`src/rtl/pps_pkg.sv`:
```
// Shared types for the PPS responder: byte positions, phases and the
// presence-driven successor function. Assumes one byte per position.
package pps_pkg;

    localparam int unsigned IDX_W   = 3;
    localparam int unsigned NBYTES  = 6;
    localparam int unsigned BIT_OPT1 = 4;
    localparam int unsigned BIT_OPT2 = 5;
    localparam int unsigned BIT_OPT3 = 6;
    localparam logic [7:0]  START_BYTE = 8'hFF;

    // Position order is the wire order and must not be changed.
    typedef enum logic [IDX_W-1:0] {
        POS_START = 3'd0,
        POS_FMT   = 3'd1,
        POS_OPT1  = 3'd2,
        POS_OPT2  = 3'd3,
        POS_OPT3  = 3'd4,
        POS_CHK   = 3'd5
    } pps_pos_e;

    typedef enum logic [1:0] {
        PH_IDLE = 2'd0,
        PH_REQ  = 2'd1,
        PH_RSP  = 2'd2
    } pps_phase_e;

    // Next position after cur, skipping optional bytes whose presence bit is clear.
    function automatic pps_pos_e pps_next(input pps_pos_e cur, input logic [7:0] fmt);
        pps_pos_e nxt;
        case (cur)
            POS_START: nxt = POS_FMT;
            POS_FMT:   nxt = fmt[BIT_OPT1] ? POS_OPT1 :
                             fmt[BIT_OPT2] ? POS_OPT2 :
                             fmt[BIT_OPT3] ? POS_OPT3 : POS_CHK;
            POS_OPT1:  nxt = fmt[BIT_OPT2] ? POS_OPT2 :
                             fmt[BIT_OPT3] ? POS_OPT3 : POS_CHK;
            POS_OPT2:  nxt = fmt[BIT_OPT3] ? POS_OPT3 : POS_CHK;
            default:   nxt = POS_CHK;
        endcase
        return nxt;
    endfunction

endpackage

```
`src/rtl/pps_seq.sv`:
```
// Sequencer for the PPS exchange: idle, request intake, response output.
// Assumes rx_valid is a single-cycle qualifier per byte and that the
// buffer supplies the stored format byte and the running checksum test.
module pps_seq
    import pps_pkg::*;
(
    input  logic       clk,
    input  logic       rst_n,
    input  logic       cmd_idle,
    input  logic       rx_valid,
    input  logic [7:0] rx_byte,
    input  logic       tx_ready,
    input  logic [7:0] fmt_stored,
    input  logic       sum_zero,
    output pps_phase_e phase,
    output pps_pos_e   pos,
    output logic       wr_en,
    output logic       wr_first,
    output logic       start,
    output logic       tx_valid,
    output logic       capture,
    output logic       commit
);

    pps_phase_e phase_nxt;
    pps_pos_e   pos_nxt;
    logic [7:0] fmt_eff;

    // Format byte in effect: the arriving byte when it is the format byte itself.
    always_comb fmt_eff = (phase == PH_REQ && pos == POS_FMT) ? rx_byte : fmt_stored;

    // Next-state and strobe decode for all three phases.
    always_comb begin
        phase_nxt = phase;
        pos_nxt   = pos;
        wr_en     = 1'b0;
        wr_first  = 1'b0;
        start     = 1'b0;
        tx_valid  = 1'b0;
        capture   = 1'b0;
        commit    = 1'b0;
        case (phase)
            PH_IDLE: begin
                if (cmd_idle && rx_valid && rx_byte == START_BYTE) begin
                    wr_en     = 1'b1;
                    wr_first  = 1'b1;
                    start     = 1'b1;
                    phase_nxt = PH_REQ;
                    pos_nxt   = POS_FMT;
                end
            end
            PH_REQ: begin
                if (rx_valid) begin
                    wr_en = 1'b1;
                    if (pos == POS_CHK) begin
                        phase_nxt = sum_zero ? PH_RSP : PH_IDLE;
                        pos_nxt   = POS_START;
                    end else begin
                        pos_nxt = pps_next(pos, fmt_eff);
                    end
                end
            end
            PH_RSP: begin
                tx_valid = 1'b1;
                if (tx_ready) begin
                    capture = (pos == POS_OPT1);
                    if (pos == POS_CHK) begin
                        commit    = 1'b1;
                        phase_nxt = PH_IDLE;
                        pos_nxt   = POS_START;
                    end else begin
                        pos_nxt = pps_next(pos, fmt_stored);
                    end
                end
            end
            default: begin
                phase_nxt = PH_IDLE;
                pos_nxt   = POS_START;
            end
        endcase
    end

    // State register.
    always_ff @(posedge clk) begin
        if (!rst_n) begin
            phase <= PH_IDLE;
            pos   <= POS_START;
        end else begin
            phase <= phase_nxt;
            pos   <= pos_nxt;
        end
    end

endmodule

```
`src/rtl/pps_store.sv`:
```
// Byte store for the request, read back as the response, plus the running
// XOR of the request. Assumes write and read never target one cycle together.
module pps_store
    import pps_pkg::*;
(
    input  logic             clk,
    input  logic             rst_n,
    input  logic             wr_en,
    input  logic             wr_first,
    input  logic [IDX_W-1:0] wr_pos,
    input  logic [7:0]       wr_byte,
    input  logic [IDX_W-1:0] rd_pos,
    output logic [7:0]       rd_byte,
    output logic [7:0]       fmt_byte,
    output logic             sum_zero
);

    logic [7:0] mem [NBYTES];
    logic [7:0] acc;

    // One register per byte position.
    for (genvar g = 0; g < NBYTES; g++) begin : g_slot
        always_ff @(posedge clk) begin
            if (!rst_n)
                mem[g] <= '0;
            else if (wr_en && wr_pos == IDX_W'(g))
                mem[g] <= wr_byte;
        end
    end

    // Running XOR, restarted by the start byte.
    always_ff @(posedge clk) begin
        if (!rst_n)
            acc <= '0;
        else if (wr_en)
            acc <= (wr_first ? 8'h00 : acc) ^ wr_byte;
    end

    // Read port and checksum test on the arriving byte.
    always_comb begin
        rd_byte  = (int'(rd_pos) < NBYTES) ? mem[rd_pos] : 8'h00;
        fmt_byte = mem[POS_FMT];
        sum_zero = ((acc ^ wr_byte) == 8'h00);
    end

endmodule

```
`src/rtl/pps_rate.sv`:
```
// Holds the rate indices in force. A value captured from the response's
// first optional byte is held pending and applied only on commit.
module pps_rate #(
    parameter logic [3:0] FI_RST = 4'd1,
    parameter logic [3:0] DI_RST = 4'd1
) (
    input  logic       clk,
    input  logic       rst_n,
    input  logic       capture,
    input  logic [7:0] cap_byte,
    input  logic       commit,
    output logic [3:0] fi,
    output logic [3:0] di,
    output logic       upd
);

    logic [3:0] pend_fi;
    logic [3:0] pend_di;
    logic       pend_vld;

    // Pending capture, cleared once applied.
    always_ff @(posedge clk) begin
        if (!rst_n) begin
            pend_fi  <= FI_RST;
            pend_di  <= DI_RST;
            pend_vld <= 1'b0;
        end else if (capture) begin
            pend_fi  <= cap_byte[7:4];
            pend_di  <= cap_byte[3:0];
            pend_vld <= 1'b1;
        end else if (commit) begin
            pend_vld <= 1'b0;
        end
    end

    // Indices in force and the update strobe.
    always_ff @(posedge clk) begin
        if (!rst_n) begin
            fi  <= FI_RST;
            di  <= DI_RST;
            upd <= 1'b0;
        end else begin
            upd <= commit;
            if (commit && pend_vld) begin
                fi <= pend_fi;
                di <= pend_di;
            end
        end
    end

endmodule

```
`src/rtl/pps_responder.sv`:
```
// Top of the PPS responder. Takes a request after a 0xFF start byte seen
// during command wait, checks it, echoes it and applies the new indices.
// Assumes the caller stops interpreting reader bytes while busy is high.
module pps_responder
    import pps_pkg::*;
#(
    parameter int unsigned CNT_W  = 8,
    parameter logic [3:0]  FI_RST = 4'd1,
    parameter logic [3:0]  DI_RST = 4'd1
) (
    input  logic             clk,
    input  logic             rst_n,
    input  logic             cmd_idle,
    input  logic             rx_valid,
    input  logic [7:0]       rx_byte,
    output logic             tx_valid,
    input  logic             tx_ready,
    output logic [7:0]       tx_byte,
    output logic             busy,
    output logic [3:0]       fi_out,
    output logic [3:0]       di_out,
    output logic             rate_upd,
    output logic [CNT_W-1:0] pps_count
);

    pps_phase_e phase;
    pps_pos_e   pos;
    logic       wr_en, wr_first, start, capture, commit, sum_zero;
    logic [7:0] fmt_byte;

    pps_seq u_seq (
        .clk        (clk),
        .rst_n      (rst_n),
        .cmd_idle   (cmd_idle),
        .rx_valid   (rx_valid),
        .rx_byte    (rx_byte),
        .tx_ready   (tx_ready),
        .fmt_stored (fmt_byte),
        .sum_zero   (sum_zero),
        .phase      (phase),
        .pos        (pos),
        .wr_en      (wr_en),
        .wr_first   (wr_first),
        .start      (start),
        .tx_valid   (tx_valid),
        .capture    (capture),
        .commit     (commit)
    );

    pps_store u_store (
        .clk      (clk),
        .rst_n    (rst_n),
        .wr_en    (wr_en),
        .wr_first (wr_first),
        .wr_pos   (pos),
        .wr_byte  (rx_byte),
        .rd_pos   (pos),
        .rd_byte  (tx_byte),
        .fmt_byte (fmt_byte),
        .sum_zero (sum_zero)
    );

    pps_rate #(.FI_RST(FI_RST), .DI_RST(DI_RST)) u_rate (
        .clk      (clk),
        .rst_n    (rst_n),
        .capture  (capture),
        .cap_byte (tx_byte),
        .commit   (commit),
        .fi       (fi_out),
        .di       (di_out),
        .upd      (rate_upd)
    );

    // Exchange counter, wraps at its width.
    always_ff @(posedge clk) begin
        if (!rst_n)
            pps_count <= '0;
        else if (start)
            pps_count <= pps_count + 1'b1;
    end

    // Ownership flag for the surrounding logic.
    always_comb busy = (phase != PH_IDLE);

endmodule

```
`config.mk`:
```
export PLATFORM = sky130hd
export DESIGN_NAME = pps_responder
export DESIGN_NICKNAME = d
export VERILOG_FILES = /design/src/rtl/pps_pkg.sv /design/src/rtl/pps_seq.sv /design/src/rtl/pps_store.sv /design/src/rtl/pps_rate.sv /design/src/rtl/pps_responder.sv
export SDC_FILE = /design/constraint.sdc
export NUM_CORES = 1
export LEC_CHECK = 0
export BUFFER_PORTS_ARGS = -buffer_cell sky130_fd_sc_hd__buf_2
export CORE_UTILIZATION = 59
export CTS_CLUSTER_SIZE = 20
export DETAILED_ROUTE_END_ITERATION = 8
export PLACE_DENSITY = 0.79
export SLEW_MARGIN = 15
export SYNTH_ARGS = -nofsm -noshare
export SYNTH_HDL_FRONTEND = slang
export SYNTH_HIERARCHICAL = 1
export SYNTH_SLANG_ARGS = --single-unit
```
`constraint.sdc`:
```
create_clock -name clk -period 3.8 [get_ports clk]
set_clock_uncertainty 0.05 [all_clocks]
set_input_delay 0.76 -clock clk [delete_from_list [all_inputs] [get_ports clk]]
set_output_delay 0.76 -clock clk [all_outputs]
set_load 0.01 [all_outputs]
```
==> flow_metrics.tcl, run 1 <==
set metrics [dict create \
    outcome "complete, no violations" \
    hold_viol_final 0 \
    place_hpwl_um 6410 \
    numCtsBuffers 9 \
    num_antenna_cells 0 \
    period_minus_slack_ns 3.05 \
    clk_pin_slew_ns 0.09 \
    cts_tree "done" \
    initial_core_util 0.613 \
    stdcell_area_um2 4870 \
    antenna_found_initial 0 \
    max-cap-violations 0 \
    crit_end "tx_byte[1]" \
    gr-total-overflow 0 \
    crit_path_start_kind "flip-flop" \
    firstDrtPassIters 5 \
    critPathKind "reg -> out" \
    synthFlopType "edfxtp_1" \
    yosysMostFrequentCell "and2_1" \
    r2r_start "u_seq/pos[2]" \
    setup_tns_ns 0 \
    core_um2 7290 \
    cts-root-buf "clkbuf_8" \
    synth_top_area_cell "edfxtp_1" \
    portBuffers 39 \
    synth_nets 424 \
    ioPinCount 40 \
    postCtsSetupRepairBufs 0 \
    ant_nets 0 \
    gp_congestion 0.895 \
    reg2regPathDepth 5 \
    via_count 3243 \
    r2r_slack_ns 1.10 \
    cts_hold_buf 0 \
    grtUsageTotal 0.255 \
    p_per_area_nw_per_um2 343 \
    fin_util 0.668 \
    ir_worst_vdd_v 0.000186 \
    cts_max_path_buffers 2 \
    leakagePower_nw 1.73 \
    fillCellCount 621 \
    grt_max_degree 48 \
    synthCells 410 \
    reg2reg_to "u_rate/fi[0]" \
    avgSynthCellArea_um2 10.9 \
    htree_levels 3 \
    period_share 0.804 \
    fp.dieW_um 89.0 \
    grt_pass1_wl_um 14800 \
    crit_start "u_seq/pos[2]" \
    placed_area_um2 4700 \
    clock_latency_ns 0.35 \
    max_freq_mhz 327 \
    ys_seq_elements 87 \
    whs_path_depth 2 \
    cp_max_fo 27 \
    drive_gt1_frac 0.201 \
    final_cells 551 \
    synth.top_cells.by_count "and2_1 (57), edfxtp_1 (48), dfxtp_1 (39)" \
    num_rows 31 \
    rsz0062_at_grt "no" \
    nets 461 \
    ys_types 58 \
    post_cts_resize_count 0 \
    relSlewSlack 0.319 \
    synthArstFlopShare 0 \
    syn_to_final_growth_pct 9.01 \
    setup_viol 0 \
    required_ns 2.99 \
    drc 0 \
    maxSlewViolCount 0 \
    yosysTopAreaCellShare 0.323 \
    hold_class "reg -> reg" \
    synth_seq_area_share 0.497 \
    syn_area_um2 4470 \
    synth-edff-count 48 \
    worstMarginPinSlew_ns 1.02 \
    chipHeight_um 89.0 \
    cts.sinks 87 \
    vias_per_cell 5.89 \
    power_mw 1.67 \
    grt_pass1_vias 3002 \
    drt_iter0_markers 244 \
    dieArea_um2 7930 \
    postRouteWirelength_um 9390 \
    yosysWarnings 6 \
    end_kind "output port" \
    worstPathArrival_ns 2.24 \
    ys_top_cells_by_area "edfxtp_1 (32%), dfxtp_1 (17%), and2_1 (8.0%)" \
    wire_per_inst_um 17.0 \
    dp_cells 535 \
]
==> worst max-delay path: stages, from the launching register on <==
cell and delay (ns):
dfxtp_1 1.00, nand2b_2 0.29, o32a_1 0.25, o21ai_0 0.14, buf_2 0.20
==> how the worst min path moves through the flow <==
stage                           start                end
global route             u_rate/fi[2]       u_rate/fi[2]
CTS                      u_rate/fi[2]       u_rate/fi[2]
global placement         u_rate/di[3]       u_rate/di[3]
detailed placement       u_rate/fi[2]       u_rate/fi[2]
finish                   u_rate/fi[1]       u_rate/fi[1]
floorplan           u_rate/pend_di[0]  u_rate/pend_di[0]
==> area by class of cell <==
type | instances | area, um^2 | area share
sequential | 87 | 2220 | 0.456
multi-input combinational | 295 | 2070 | 0.424
timing repair buffer | 49 | 270 | 0.0555
clock buffer | 9 | 124 | 0.0254
tap | 99 | 124 | 0.0254
clock inverter | 7 | 46.3 | 0.00950
inverter | 5 | 18.8 | 0.00385
==> routing by layer <==
layer,GRT usage,part of all wire,up-vias
met5,0,0,-
met4,0.120,0.030,0
met3,0.0545,0.061,24
met2,0.408,0.48,126
met1,0.335,0.43,1527
li1,-,-,1566
==> state kept, by name, indices dropped and copies added, names as in the netlist <==
| signal | count |
|---|---|
| u_rate/di | 4 |
| pps_count | 8 |
| u_rate/fi | 4 |
| u_rate/pend_di | 4 |
| u_store/mem | 48 |
| u_rate/upd | 1 |
| u_seq/phase | 2 |
| u_store/acc | 8 |
| u_seq/pos | 3 |
| u_rate/pend_vld | 1 |
| u_rate/pend_fi | 4 |
==> layout by cell type, fill, tap and decap left out, types with 13 or more instances in the layout <==
cell / synthesis / layout
mux2i_1: 34 / 34
o21ai_0: 25 / 25
dfxtp_1: 39 / 39
nand2_1: 20 / 20
nand2b_1: 15 / 15
buf_2: 7 / 39
edfxtp_1: 48 / 48
and2_1: 57 / 57
nor2b_1: 19 / 19
nor2_1: 13 / 13
==> metrics by stage <==
step	hold WS (ns)	setup slack, ns
3_5_place_dp	0.402	1.10
5_1_grt	0.439	0.613
3_3_place_gp	0.395	1.16
4_1_cts	0.416	0.803
2_1_floorplan	0.392	0.874
6_report	0.410	0.746
==> where the power goes <==
part	switching [mW]	internal, mW	leakage [nW]
Clock	0.339	0.238	0.0917
Combinational	0.0510	0.0281	0.825
Sequential	0.00726	1.01	0.810
==> cells by family after synthesis <==
kind of cell	synth area share
simple gates	0.231
flops	0.497
compound gates	0.124
mux	0.0812
buf+inv	0.0403
xor+xnor	0.0235
fa+ha+maj	0.00280
(Power assumes the default switching activity.)
==> run 2: changes to the inputs <==
ABC_AREA = 1   (was not set)
CORE_UTILIZATION = 54   (was 59)
PLACE_DENSITY = 0.76   (was 0.79)
clock period = 2.8 ns   (was 3.8 ns; I/O delays follow)
==> run 2 against run 1 <==
Compared with the run above:
- clock power rose by 54%
- area after synthesis is 2.1% higher
- routed wire length increased by 7.3%
- critical path depth up 3
- design area rose by 4.2%
- worst setup slack lost 0.45 ns
- register-to-register slack worse by 0.51 ns
==> flow_metrics.tcl, run 2 <==
set metrics [dict create \
    clock_latency_ns 0.36 \
    outcome "complete, no violations" \
    crit_slowest_cell "dfxtp_2" \
    setup_tns_ns 0 \
    maxSlewViolCount 0 \
    path_cells "clkinv_1 > nand2_1 > nand3_1 > nand2_1 > nand2_1 > nand2_1 > buf_2" \
    worstMarginPinSlew_ns 0.654 \
    hold_path_startpoint "u_rate/pend_di[0]" \
    clk_pin_slew_ns 0.10 \
    num_rows 33 \
    synthCells 603 \
    synth_nets 617 \
    ys_top_cells_by_area "edfxtp_1 (32%), dfxtp_1 (17%), nand2_1 (16%)" \
    synth_seq_area_share 0.487 \
    leakagePower_nw 2.40 \
    required_ns 2.19 \
    nets 663 \
    hold_viol_final 0 \
    fillCellCount 677 \
    setup_viol 0 \
    synthFlopType "edfxtp_1" \
    ys_types 33 \
    synthArstFlopShare 0 \
    dieArea_um2 8820 \
    initial_core_util 0.555 \
    period_share 0.896 \
    reg2reg_to "u_store/mem[3][0]" \
    largest_reg_flops 48 \
    max-cap-violations 0 \
    r2r_start "u_seq/phase[1]" \
    numCtsBuffers 9 \
    postRouteWirelength_um 10100 \
    avgSynthCellArea_um2 7.57 \
    yosysTopAreaCellShare 0.316 \
    fp.dieW_um 93.9 \
    synth-edff-count 48 \
    grt_pass1_wl_um 16400 \
    portBuffers 39 \
    drt_iter0_markers 317 \
    grt_pass1_vias 3498 \
    crit_top_cell "nand2_1" \
    ys_seq_elements 87 \
    yosysMostFrequentCell "nand2_1" \
    end_kind "output port" \
    vias_per_cell 5.22 \
    hold_end "u_rate/pend_di[0]" \
    final_cell_mix "nand2_1 (195), nor2_1 (97), inv_1 (71), edfxtp_1 (48), buf_2 (39)" \
    cpPeakStageDelay_ns 0.56 \
    final_common_cell "nand2_1" \
    yosysWarnings 6 \
    place_hpwl_um 7370 \
    hold_class "reg -> reg" \
    max_freq_mhz 399 \
    synth_top_area_cell "edfxtp_1" \
    cts_tree "done" \
    r2r_slack_ns 0.59 \
    cts.sinks 87 \
    critPathKind "reg -> out" \
    chipHeight_um 93.9 \
    critPathTopFamily "flip-flops" \
    top_register "u_store/mem" \
    rsz0062_at_grt "no" \
    wire_per_inst_um 13.3 \
    synth.top_cells.by_count "nand2_1 (195), nor2_1 (97), inv_1 (71)" \
    cp_max_fo 16 \
    antenna_found_initial 0 \
    firstDrtPassIters 5 \
    via_count 3965 \
    num_antenna_cells 0 \
    reg_top3 "u_store/mem: 48 flops, pps_count: 8 flops, u_store/acc: 8 flops" \
    gr-total-overflow 0 \
    drc 0 \
    ant_nets 0 \
    whs_path_depth 2 \
    fin_util 0.618 \
    p_per_area_nw_per_um2 716 \
    crit_path_start_kind "flip-flop" \
    core_um2 8220 \
    syn_to_final_growth_pct 11.2 \
    reg2regPathDepth 10 \
    drive_gt1_frac 0.159 \
    ioPinCount 40 \
    relSlewSlack 0.564 \
    ir_worst_vdd_v 0.000423 \
    cts-root-buf "clkbuf_8" \
    grtUsageTotal 0.244 \
    cts_hold_buf 0 \
    gp_congestion 0.966 \
    grt_max_degree 28 \
    cts_max_path_buffers 2 \
    period_minus_slack_ns 2.51 \
    syn_area_um2 4560 \
    worstPathArrival_ns 1.90 \
    cp_num_buf_inv 2 \
    htree_levels 3 \
]
[run 2: cell count changes in the layout (fill, tap and decap cells not counted), moves of 10 or more]
cell,before,now
nor2b_1,19,0
nor2_1,13,97
nand3_1,7,36
clkinv_1,0,10
xnor2_1,11,0
nand2b_1,15,0
inv_1,6,71
a21oi_1,3,14
and2_1,57,0
nand2_1,20,195
mux2i_1,34,0
[run 2: layout make-up]
type                    instances  area, um^2  share of cell area
clock buffers                  10         149              0.0293
clock inverters                 6        53.8              0.0106
inverters                      88         330              0.0651
multi-input cells             415        1930               0.379
flip-flops and latches         87        2220               0.438
well taps                     105         131              0.0259
repair buffers                 48         263              0.0518
[run 2: worst max-delay path by stage]
stage / startpoint / to / cells after the start
2_1_floorplan: cmd_idle / u_store/mem[2][0] / 12
3_5_place_dp: rx_byte[4] / u_store/mem[3][4] / 13
6_report: u_seq/pos[1] / tx_byte[2] / 7
5_1_grt: u_seq/pos[0] / tx_byte[4] / 7
3_3_place_gp: rx_byte[2] / u_store/mem[3][0] / 13
4_1_cts: u_seq/pos[0] / tx_byte[0] / 7
[run 2: repair_timing]
item / in CTS / in global routing
setup endpoints to repair: 1 / 0
gates resized for setup: 1 / 0
hold endpoints to repair: 0 / 0
setup buffers: 0 / 0
[run 2: layer usage]
metal	vias up	track usage	share of wire
met4	0	0.110	0.016
met5	-	0	0
met2	165	0.392	0.48
met3	18	0.0453	0.067
li1	1978	-	-
met1	1804	0.319	0.44
[run 2: power by group]
group / switching, mW / total (mW) / internal, mW / leakage (nW)
registers: 0.106 / 1.62 / 1.52 / 0.814
clock network: 0.495 / 0.891 / 0.396 / 0.103
logic: 0.754 / 1.12 / 0.365 / 1.48
total: 1.35 / 3.63 / 2.28 / 2.40
[run 2: cells by family after synthesis]
group / after synthesis / synth area share
compound gates: 40 / 0.0474
simple gates: 374 / 0.372
fa+ha+maj: 1 / 0.00274
buf+inv: 101 / 0.0910
flops: 87 / 0.487
[run 2: worst register-to-register path: cells and delay by family (launching register included)]
kind                   cells  cell delay, ns
AND/OR/NAND/NOR            7            0.99
flip-flops                 1            0.49
buffers and inverters      2            0.23
AO/OA/AOI/OAI              1            0.14
[run 2: metrics by stage]
| step | setup WS, ns | power, mW | hold WS (ns) | instance area (um^2) | instances |
|---|---|---|---|---|---|
| after floorplan | 0.310 | 2.44 | 0.380 | 4560 | 603 |
| after CTS | 0.281 | 3.64 | 0.423 | 5080 | 759 |
| after global routing | 0.0980 | 3.85 | 0.451 | 5080 | 759 |
| final | 0.291 | 3.63 | 0.419 | 5080 | 759 |
| after global placement | 0.318 | 2.73 | 0.388 | 4870 | 743 |
| after detailed placement | 0.205 | 2.76 | 0.399 | 4870 | 743 |
==> run 3: changes to the inputs <==
CORE_UTILIZATION = 56   (was 54)
CTS_BUF_LIST = sky130_fd_sc_hd__clkbuf_4   (was not set)
PLACE_DENSITY = 0.79   (was 0.76)
==> run 3 against run 2 <==
Compared with the run above:
- design area fell by 0.62%
- combinational power is essentially flat
- total power decreased by 1.9%
- critical path type unchanged
- critical endpoint is now tx_byte[0]
==> flow_metrics.tcl, run 3 (same netlist as run 2, synthesis figures left out) <==
set metrics [dict create \
    max_freq_mhz 395 \
    fillCellCount 681 \
    hold_viol_final 0 \
    hold_end "u_rate/pend_fi[0]" \
    dpl_worst_slack_ns 0.223 \
    num_rows 32 \
    worstPathArrival_ns 1.92 \
    antenna_found_initial 0 \
    firstDrtPassIters 5 \
    placed_area_um2 4860 \
    fp.dieW_um 92.3 \
    cp_num_buf_inv 2 \
    postRouteWirelength_um 9910 \
    end_kind "output port" \
    setup_tns_ns 0 \
    reg_top3 "u_store/mem: 48 flops, pps_count: 8 flops, u_store/acc: 8 flops" \
    cts-root-buf "clkbuf_4" \
    grt_max_degree 30 \
    reg2reg_to "u_store/mem[3][3]" \
    drc 0 \
    dieArea_um2 8510 \
    grtUsageTotal 0.254 \
    drive_gt1_frac 0.164 \
    p_per_area_nw_per_um2 706 \
    gp_congestion 0.941 \
    wire_per_inst_um 13.1 \
    grt_pass1_vias 3541 \
    relSlewSlack 0.543 \
    chipHeight_um 92.3 \
    num_antenna_cells 0 \
    setup_viol 0 \
    seq_area_um2 2220 \
    max-cap-violations 0 \
    rsz0062_at_grt "no" \
    numCtsBuffers 9 \
    ant_nets 0 \
    cp_max_fo 27 \
    initial_core_util 0.584 \
    nets 663 \
    grt_pass1_wl_um 16600 \
    hold_path_startpoint "u_rate/pend_fi[0]" \
    ir_worst_vdd_v 0.000358 \
    syn_to_final_growth_pct 10.6 \
    multiInputGateArea_um2 1930 \
    r2r_slack_ns 0.54 \
    cts.sinks 87 \
    top_register "u_store/mem" \
    largest_reg_flops 48 \
    final_common_cell "nand2_1" \
    vias_per_cell 5.12 \
    critPathTopFamily "buffers and inverters" \
    core_um2 7810 \
    clock_latency_ns 0.44 \
    maxSlewViolCount 0 \
    whs_ns 0.439 \
    fin_ws_ns 0.269 \
    gr-total-overflow 0 \
    worstMarginPinSlew_ns 0.685 \
    cts_hold_buf 0 \
    clk_pin_slew_ns 0.15 \
    crit_slowest_cell "dfxtp_2" \
    period_share 0.904 \
    path_cells "buf_4 > nand2_1 > nand3_1 > nand2_1 > nand2_1 > nand2_1 > buf_2" \
    cts_tree "done" \
    stdcell_area_um2 5040 \
    place_hpwl_um 7060 \
    postCtsSetupRepairBufs 0 \
    required_ns 2.19 \
    leakagePower_nw 2.38 \
    ioPinCount 40 \
    htree_levels 3 \
    reg2regPathDepth 10 \
    cts_max_path_buffers 2 \
    hold_class "reg -> reg" \
    crit_top_cell "nand2_1" \
    portBuffers 39 \
    drt_iter0_markers 292 \
    critPathKind "reg -> out" \
    whs_path_depth 2 \
    cpPeakStageDelay_ns 0.50 \
    crit_path_start_kind "flip-flop" \
    outcome "complete, no violations" \
    via_count 3873 \
    r2r_start "u_seq/phase[1]" \
    final_cell_mix "nand2_1 (195), nor2_1 (96), inv_1 (70), edfxtp_1 (48), buf_2 (39)" \
    period_minus_slack_ns 2.53 \
]
-- run 3: cell types whose count changed in the layout (fill, tap and decap cells not counted), sizes merged --
cell,previous run,this run
buf,48,47
bufinv,0,2
clkbuf,10,9
clkinvlp,1,3
inv,83,81
-- run 3: through the flow --
stage	instances	power (mW)	util
floorplan	603	2.44	-
global placement	739	2.72	0.623
detailed placement	739	2.75	0.623
CTS	755	3.56	0.644
global route	756	3.79	0.646
finish	756	3.56	0.646
-- run 3: power by group --
group / total [mW] / leakage (nW) / internal [mW] / switching, mW
sequential: 1.62 / 0.814 / 1.52 / 0.107
combinational: 1.11 / 1.48 / 0.366 / 0.745
clock: 0.828 / 0.0879 / 0.372 / 0.456
-- run 3: timing repair --
| item | CTS | global route |
|---|---|---|
| setup endpoints to repair | 0 | 4 |
| gates resized for setup | 0 | 5 |
| endpoints found under the hold margin | 0 | 0 |
-- run 3: worst max path at each step --
| stage | startpoint | to | slack [ns] | cells past startpoint |
|---|---|---|---|---|
| after floorplan | cmd_idle | u_store/mem[2][0] | 0.31 | 12 |
| after global placement | rx_byte[2] | u_store/mem[3][3] | 0.30 | 13 |
| after detailed placement | rx_byte[2] | u_store/mem[3][0] | 0.22 | 13 |
| after CTS | u_seq/pos[1] | tx_byte[2] | 0.05 | 7 |
| after global routing | u_seq/pos[0] | tx_byte[0] | 0.14 | 7 |
| final | u_seq/pos[0] | tx_byte[0] | 0.27 | 7 |
-- run 3: tightest hold or removal path, cell delays in order (launching register included) --
cell	delay, ns
dfxtp_1	0.34
nand2_1	0.06
nand3_1	0.06
-- run 3: layout make-up --
type | count | share of cell area
inverter | 88 | 0.0662
timing repair buffer | 47 | 0.0506
clock inverter | 7 | 0.0198
multi-input combinational | 415 | 0.382
clock buffer | 9 | 0.0134
tap | 102 | 0.0253
sequential | 87 | 0.441
timing repair inverter | 1 | 0.00149
-- run 3: per-layer routing --
layer  vias up  wire, um  GRT usage
li1       1978         -          -
met1      1739      4260      0.333
met2       138      4760      0.422
met3        18       704     0.0398
met4         0       188     0.0964
met5         -         0          0
